## config.mk

```make
export PLATFORM = sky130hd
export DESIGN_NAME = strobed_out_port
export DESIGN_NICKNAME = d
export VERILOG_FILES = /design/src/rtl/strobed_out_port.sv
export SDC_FILE = /design/constraint.sdc
export NUM_CORES = 1
export LEC_CHECK = 0
export BUFFER_PORTS_ARGS = -buffer_cell sky130_fd_sc_hd__buf_2
export CAP_MARGIN = 20
export CORE_MARGIN = 2
export CORE_UTILIZATION = 48
export DETAILED_ROUTE_END_ITERATION = 8
export PLACE_DENSITY = 0.74
export SLEW_MARGIN = 20
export SYNTH_ARGS = -nofsm -noshare
export SYNTH_HDL_FRONTEND = slang
export SYNTH_SLANG_ARGS = --single-unit
```

## constraint.sdc

```tcl
create_clock -name clk -period 1.6 [get_ports clk]
set_clock_uncertainty 0.1 [all_clocks]
set_input_delay 0.24 -clock clk [delete_from_list [all_inputs] [get_ports clk]]
set_output_delay 0.24 -clock clk [all_outputs]
set_load 0.02 [all_outputs]
```

## src/rtl/strobed_out_port.sv

```systemverilog
module strobed_out_port #(
  parameter int W       = 8,
  parameter int ACK_MIN = 2
) (
  input  logic         clk,
  input  logic         rst_n,
  input  logic         wr_n,
  input  logic         reg_sel,
  input  logic [W-1:0] din,
  input  logic         ack_n,
  output logic [W-1:0] pout,
  output logic         full_n,
  output logic         irq
);
  localparam int CW = $clog2(ACK_MIN + 1);

  logic [1:0]    wr_sy, ack_sy;
  logic          wr_d, ackf, ackf_d;
  logic [CW-1:0] acnt;
  logic [W-1:0]  sh_d, lat_q;
  logic          sh_sel, ie_q, arm_q, full_q;

  wire wr_s     = wr_sy[1];
  wire wr_rise  = wr_s & ~wr_d;
  wire wr_fall  = ~wr_s & wr_d;
  wire ack_fall = ~ackf & ackf_d;
  wire ack_rise = ackf & ~ackf_d;
  wire data_wr  = wr_rise & ~sh_sel;
  wire ie_wr    = wr_rise & sh_sel;
  wire req_clr  = wr_fall & ~reg_sel;

  always_ff @(posedge clk) begin
    if (!rst_n) begin
      wr_sy  <= 2'b11;
      ack_sy <= 2'b11;
      wr_d   <= 1'b1;
      ackf_d <= 1'b1;
    end else begin
      wr_sy  <= {wr_sy[0], wr_n};
      ack_sy <= {ack_sy[0], ack_n};
      wr_d   <= wr_s;
      ackf_d <= ackf;
    end
  end

  always_ff @(posedge clk) begin
    if (!rst_n) begin
      acnt <= '0;
      ackf <= 1'b1;
    end else if (ack_sy[1]) begin
      acnt <= '0;
      ackf <= 1'b1;
    end else if (acnt == CW'(ACK_MIN - 1)) begin
      ackf <= 1'b0;
    end else begin
      acnt <= acnt + 1'b1;
    end
  end

  always_ff @(posedge clk) begin
    if (!rst_n) begin
      sh_d   <= '0;
      sh_sel <= 1'b0;
    end else if (!wr_s) begin
      sh_d   <= din;
      sh_sel <= reg_sel;
    end
  end

  always_ff @(posedge clk) begin
    if (!rst_n) begin
      lat_q  <= '0;
      full_q <= 1'b1;
      ie_q   <= 1'b0;
      arm_q  <= 1'b0;
    end else begin
      if (data_wr) lat_q <= sh_d;
      if (data_wr) full_q <= 1'b0;
      else if (ack_fall) full_q <= 1'b1;
      if (ie_wr) ie_q <= sh_d[0];
      if (req_clr) arm_q <= 1'b0;
      else if (ack_rise) arm_q <= 1'b1;
    end
  end

  assign pout   = lat_q;
  assign full_n = full_q;
  assign irq    = ie_q & arm_q;
endmodule


```

# Word-level counts from Yosys, hierarchy flattened
# Cells that the tools add are included.
[totals]
register_bits = 29
output_inout_bits = 10
[op_classes]
n_addsub = 1
eq_ne = 1
n_mux = 2
bitwise_logic = 15
n_reduce_logical = 3
[ops]
columns = ["cell", "count"]
rows = [
  ["bitwise AND 1 bit", 8],
  ["inverter 1 bit", 7],
  ["OR reduction 2 bit", 2],
  ["adder 2 x 1 -> 2 bit (second input constant)", 1],
  ["equality test 2 x 1 -> 1 bit (second input constant)", 1],
  ["2-to-1 mux 1 bit", 2],
  ["nonzero test 2 bit", 1],
]

# Logic depth before layout (Yosys ltp)
[depth]
ltp_word = 4
depth_mapped = 5
ltp_nobuf = 5

# Least setup slack after synthesis
# OpenSTA, ideal clock, no wires.
[synth_timing]
path_kind = "reg-to-reg"
from = "register wr_sy[1]"
to = "register lat_q[4] (netlist: pout[4])"
arrival_time_ps = 978
setup_slack_ps = 453
stages_incl_launch_ff = 5
n_path_buf = 1
synth_period_minus_slack_ps = 1147
path_cell_list = "dfxtp_1 -> nor3b_4 -> buf_6 -> nand3_1 -> o21ai_1"
[synth_between]
elab_chain_cells = 2
[synth_rtl]
columns = ["element", "line", "source"]
rows = [
  ["from (decl)", "17", "logic [1:0] wr_sy, ack_sy;"],
  ["from (signal assigned)", "39", "wr_sy <= {wr_sy[0], wr_n};"],
  ["bitwise AND 1 bit", "24", "wire wr_rise = wr_s & ~wr_d;"],
  ["bitwise AND 1 bit", "28", "wire data_wr = wr_rise & ~sh_sel;"],
  ["to (signal assigned)", "72", "lat_q <= '0;"],
  ["to (signal assigned)", "77", "if (data_wr) lat_q <= sh_d;"],
  ["to (decl)", "20", "logic [W-1:0] sh_d, lat_q;"],
]
# No other way between the ends.
# A chain may end at the register's enable or synchronous reset.

# Worst setup path after layout
[layout_timing]
from = "register sh_sel"
to = "register full_q (netlist: full_n)"
[layout_between]
elab_chain_cells = 3
elab_cells_between_ends = 4
[layout_rtl]
columns = ["element", "line", "source"]
rows = [
  ["from (decl)", "21", "logic sh_sel, ie_q, arm_q, full_q;"],
  ["from (signal assigned)", "66", "sh_sel <= reg_sel;"],
  ["inverter 1 bit (*)", "28", ""],
  ["bitwise AND 1 bit (*)", "28", ""],
  ["2-to-1 mux 1 bit / nonzero test 2 bit (equally long branches)", "-", ""],
  ["to (signal assigned)", "73", "full_q <= 1'b1;"],
  ["to (signal assigned)", "78", "if (data_wr) full_q <= 1'b0;"],
  ["to (signal assigned)", "79", "else if (ack_fall) full_q <= 1'b1;"],
  ["to (decl)", "21", ""],
]
# Mark *: on every way between the ends. The rest lies on a longest branch, timed or not.

==> results list <==
- Number of global-route vias before repair: 688
- The clock net in this run drives a total of 29 sinks.
- M1 WL: around 760 um
* Number of max-slew violations in the final report: 0
- In the final routed layout, each cell accounts on average for 10.6 um.
- For the finished layout, the period the worst path requires is 1.28 ns.
* IR Drop Worst-Case VDD: 0.599 mV
* Cell breakdown of the critical path: nor3b_4 -> o21ai_0
* Setup-violating endpoint count in the final report: 0
- Setup repair after global routing left no endpoint under its margin.
- WHS Path Cells: 2
- Pin slew with the least headroom to its limit: 0.567 ns
- Required time of the worst setup path: 1.68 ns
- The slowest stage of the critical path is the sky130_fd_sc_hd__nor3b_4 cell.
- In this run the worst hold path is classified as primary input to register.
- Leak: 0.575 nW
- Gr ovfl total: 0
* Floorplan die area: 2560 um2
- Worst Reg2Reg Path Length in Cells: 2
* Detail Route Antenna Nets: 0
- Mean instance size in the synthesized netlist: just under 10 um2
* Portion of the clock cycle consumed by the worst path in the final layout: between 70% and 80%
- Total half-perimeter wirelength after legalization and detailed placement: between 1000 and 1500 um
- Most used cells in the layout excluding fill and tap cells: sky130_fd_sc_hd__dfxtp_1 (29), sky130_fd_sc_hd__buf_2 (22), sky130_fd_sc_hd__nand2_1 (10), sky130_fd_sc_hd__nor2b_1 (10)
* Final-layout fill cell count: 190
- Register bit total from synthesis: 29
- In the routed design, unresolved DRC markers number 0.
- The detailed router finished its first iteration with 6 violations.
- Clock-pin slew was measured on the worst setup and hold paths at 0.09 ns.
- Initial antenna violation count: 0
* Depth of the CTS H-tree: 2
- Worst path max stage delay: 0.53 ns
* Total GRT Usage: 15.8%
- Register-to-register setup slack: 0.32 ns
- Count of yosys warnings during synthesis: 0
- Once the clock tree was built, the setup fixing pass inserted 0 buffers.
* 1st-pass router iterations: 4
- Critical Path Start Type: register
- Fraction of final layout cells sized beyond drive strength 1: 25.2%
- Depth of the critical timing path with buffers and inverters included: 2
- Once the floorplan was initialized, standard cells occupied 52.0% of the core.
- Global-route wire length before repair: 2930 um
* Post-Place Setup Slack: between 0.3 and 0.4 ns
- The worst pin sits at a relative slew slack of 62.1%.
- Proportion of synthesized chip area in sequential cells: 55.8%
- Class of the most critical setup path: register to register
- The tool flagged a number of max-cap violations equal to 0.
- Placeable core area: 2000 um2
* Routed vias: 761
* Total number of nets in the final design: 144
- In this design, the largest share of critical-path delay is due to simple AND/OR/NAND/NOR gates.
* Vert. Die Dim: around 50 um
- CP Buf/Inv Count: 0
- Endpoint kind of the worst setup timing path: register
* Synth Net Count: between 100 and 150
* Total area of sequential cells: roughly 580 um2
- Post-synthesis cell area: 1040 um2
- Clock network latency to the later pin of the worst-skew pair: 0.31 ns
- The repair_antennas step left the layout with diodes totalling 0.
- The final hold violation count was 0.
* Most common cell after layout, fill and taps aside: sky130_fd_sc_hd__dfxtp_1
- I/O pin count: 23
* Maximum count of clock buffers along a single path: 2
- Entering global routing, the biggest net connects 21 pins.
- In this run, post-CTS hold repair placed 0 buffers.
- Routability-driven placement finished with a final weighted congestion of 0.761.
* Multi-input combinational cell area: between 400 and 500 um2
- Total wire length after detailed routing: ~1700 um
- The area growth from synthesis to layout is 18.8%.
- The cell count after synthesis came out at 105.
- Number of buffers created by CTS: 5
- Of all nets on the critical path, the largest fanout is 17.
- Adding up every negative setup slack in the final design gives 0 ns.
- Count of different cell masters after synthesis: 20
- Setup slack closes at 0.322 ns.
- Data arrival time of the worst path: around 1.4 ns
* Number of I/O port buffers: 22
- Root Buffer Master: sky130_fd_sc_hd__clkbuf_4
- Number of gates resized after cts: 0
- Routed wire length on met2: 783 um
- Layout Utilization: 61.8%
- The completed layout was analyzed and its total power is 0.00131 W.
- Highest metal layer with signal wires: met4
- Die boundary width: 50.6 um
- The run finished with clean final reports.
- The routed design uses around 100 um of met3 wire.
* Power per unit of standard cell area: 1060 nW/um2
- Number of rows in the core area: 16
- For this run, the top clock speed supported by timing is 782 MHz.
- Mean number of vias per cell: 4.82
- Clock tree from TritonCTS: yes
[registers in the layout (all words and copies together) (netlist names)]
| name | count |
|---|---|
| wr_d | 1 |
| arm_q | 1 |
| sh_sel | 1 |
| ackf | 1 |
| ackf_d | 1 |
| sh_d | 8 |
| wr_sy | 2 |
| pout | 8 |
| ack_sy | 2 |
| full_n | 1 |
| ie_q | 1 |
| acnt | 2 |
[cells by family after synthesis]
family          Yosys count  share of synthesized area, %
xor+xnor                  1                         0.841
simple gates             42                          22.1
flops                    29                          55.8
fa+ha+maj                 1                          1.20
mux                       9                          8.65
buf+inv                   8                          3.97
compound gates           15                          7.45
[report_power, final]
part,switching (W),internal [W]
combinational,0.0000340,0.0000345
clock,0.000237,0.000254
sequential,0.00000850,0.000737
total,0.000279,0.00103
[cells in the mapped netlist, drive strengths merged]
cell    instances  area (um2)
a21oi           3        15.0
and2            1        6.26
buf             4        26.3
clkbuf          2        7.51
dfxtp          29         581
ha              1        12.5
inv             2        7.51
mux2i           9        90.1
nand2          10        37.5
nand2b          6        37.5
nand3           9        45.0
nand3b          1        7.51
nor2            4        15.0
nor2b          10        62.6
nor3b           1        18.8
o21ai          11        55.1
o21bai          1        7.51
xor2            1        8.76
[final cells by class]
type                            instances  share of cell area, %
Tap cell                               27                   2.73
Inverter                                2                  0.607
Timing Repair Buffer                   24                   10.1
Multi-Input combinational cell         68                   33.9
Sequential cell                        29                   47.0
Clock buffer                            7                   5.26
Clock inverter                          1                  0.405
[stage by stage]
stage,cells,instance area (um2),hold WS [ns]
final,158,1240,0.0152
after global routing,158,1240,0.0148
after CTS,158,1240,0.00251
after detailed placement,150,1170,0.292
after global placement,150,1170,0.291
after floorplan,105,1040,0.241
[per-layer routing]
metal | global-route usage, % | vias to the layer above
li1 | - | 399
met1 | 18.1 | 337
met2 | 25.4 | 21
met3 | 5.36 | 4
met4 | 9.46 | 0
met5 | 0 | -
[final timing paths]
check / from / endpoint
worst max-delay path: sh_sel / full_n
worst min-delay path: ack_n / ack_sy[0]
worst max register to register: sh_sel / full_n
worst min register to register: ack_sy[0] / ack_sy[1]
(Power assumes the default switching activity.)
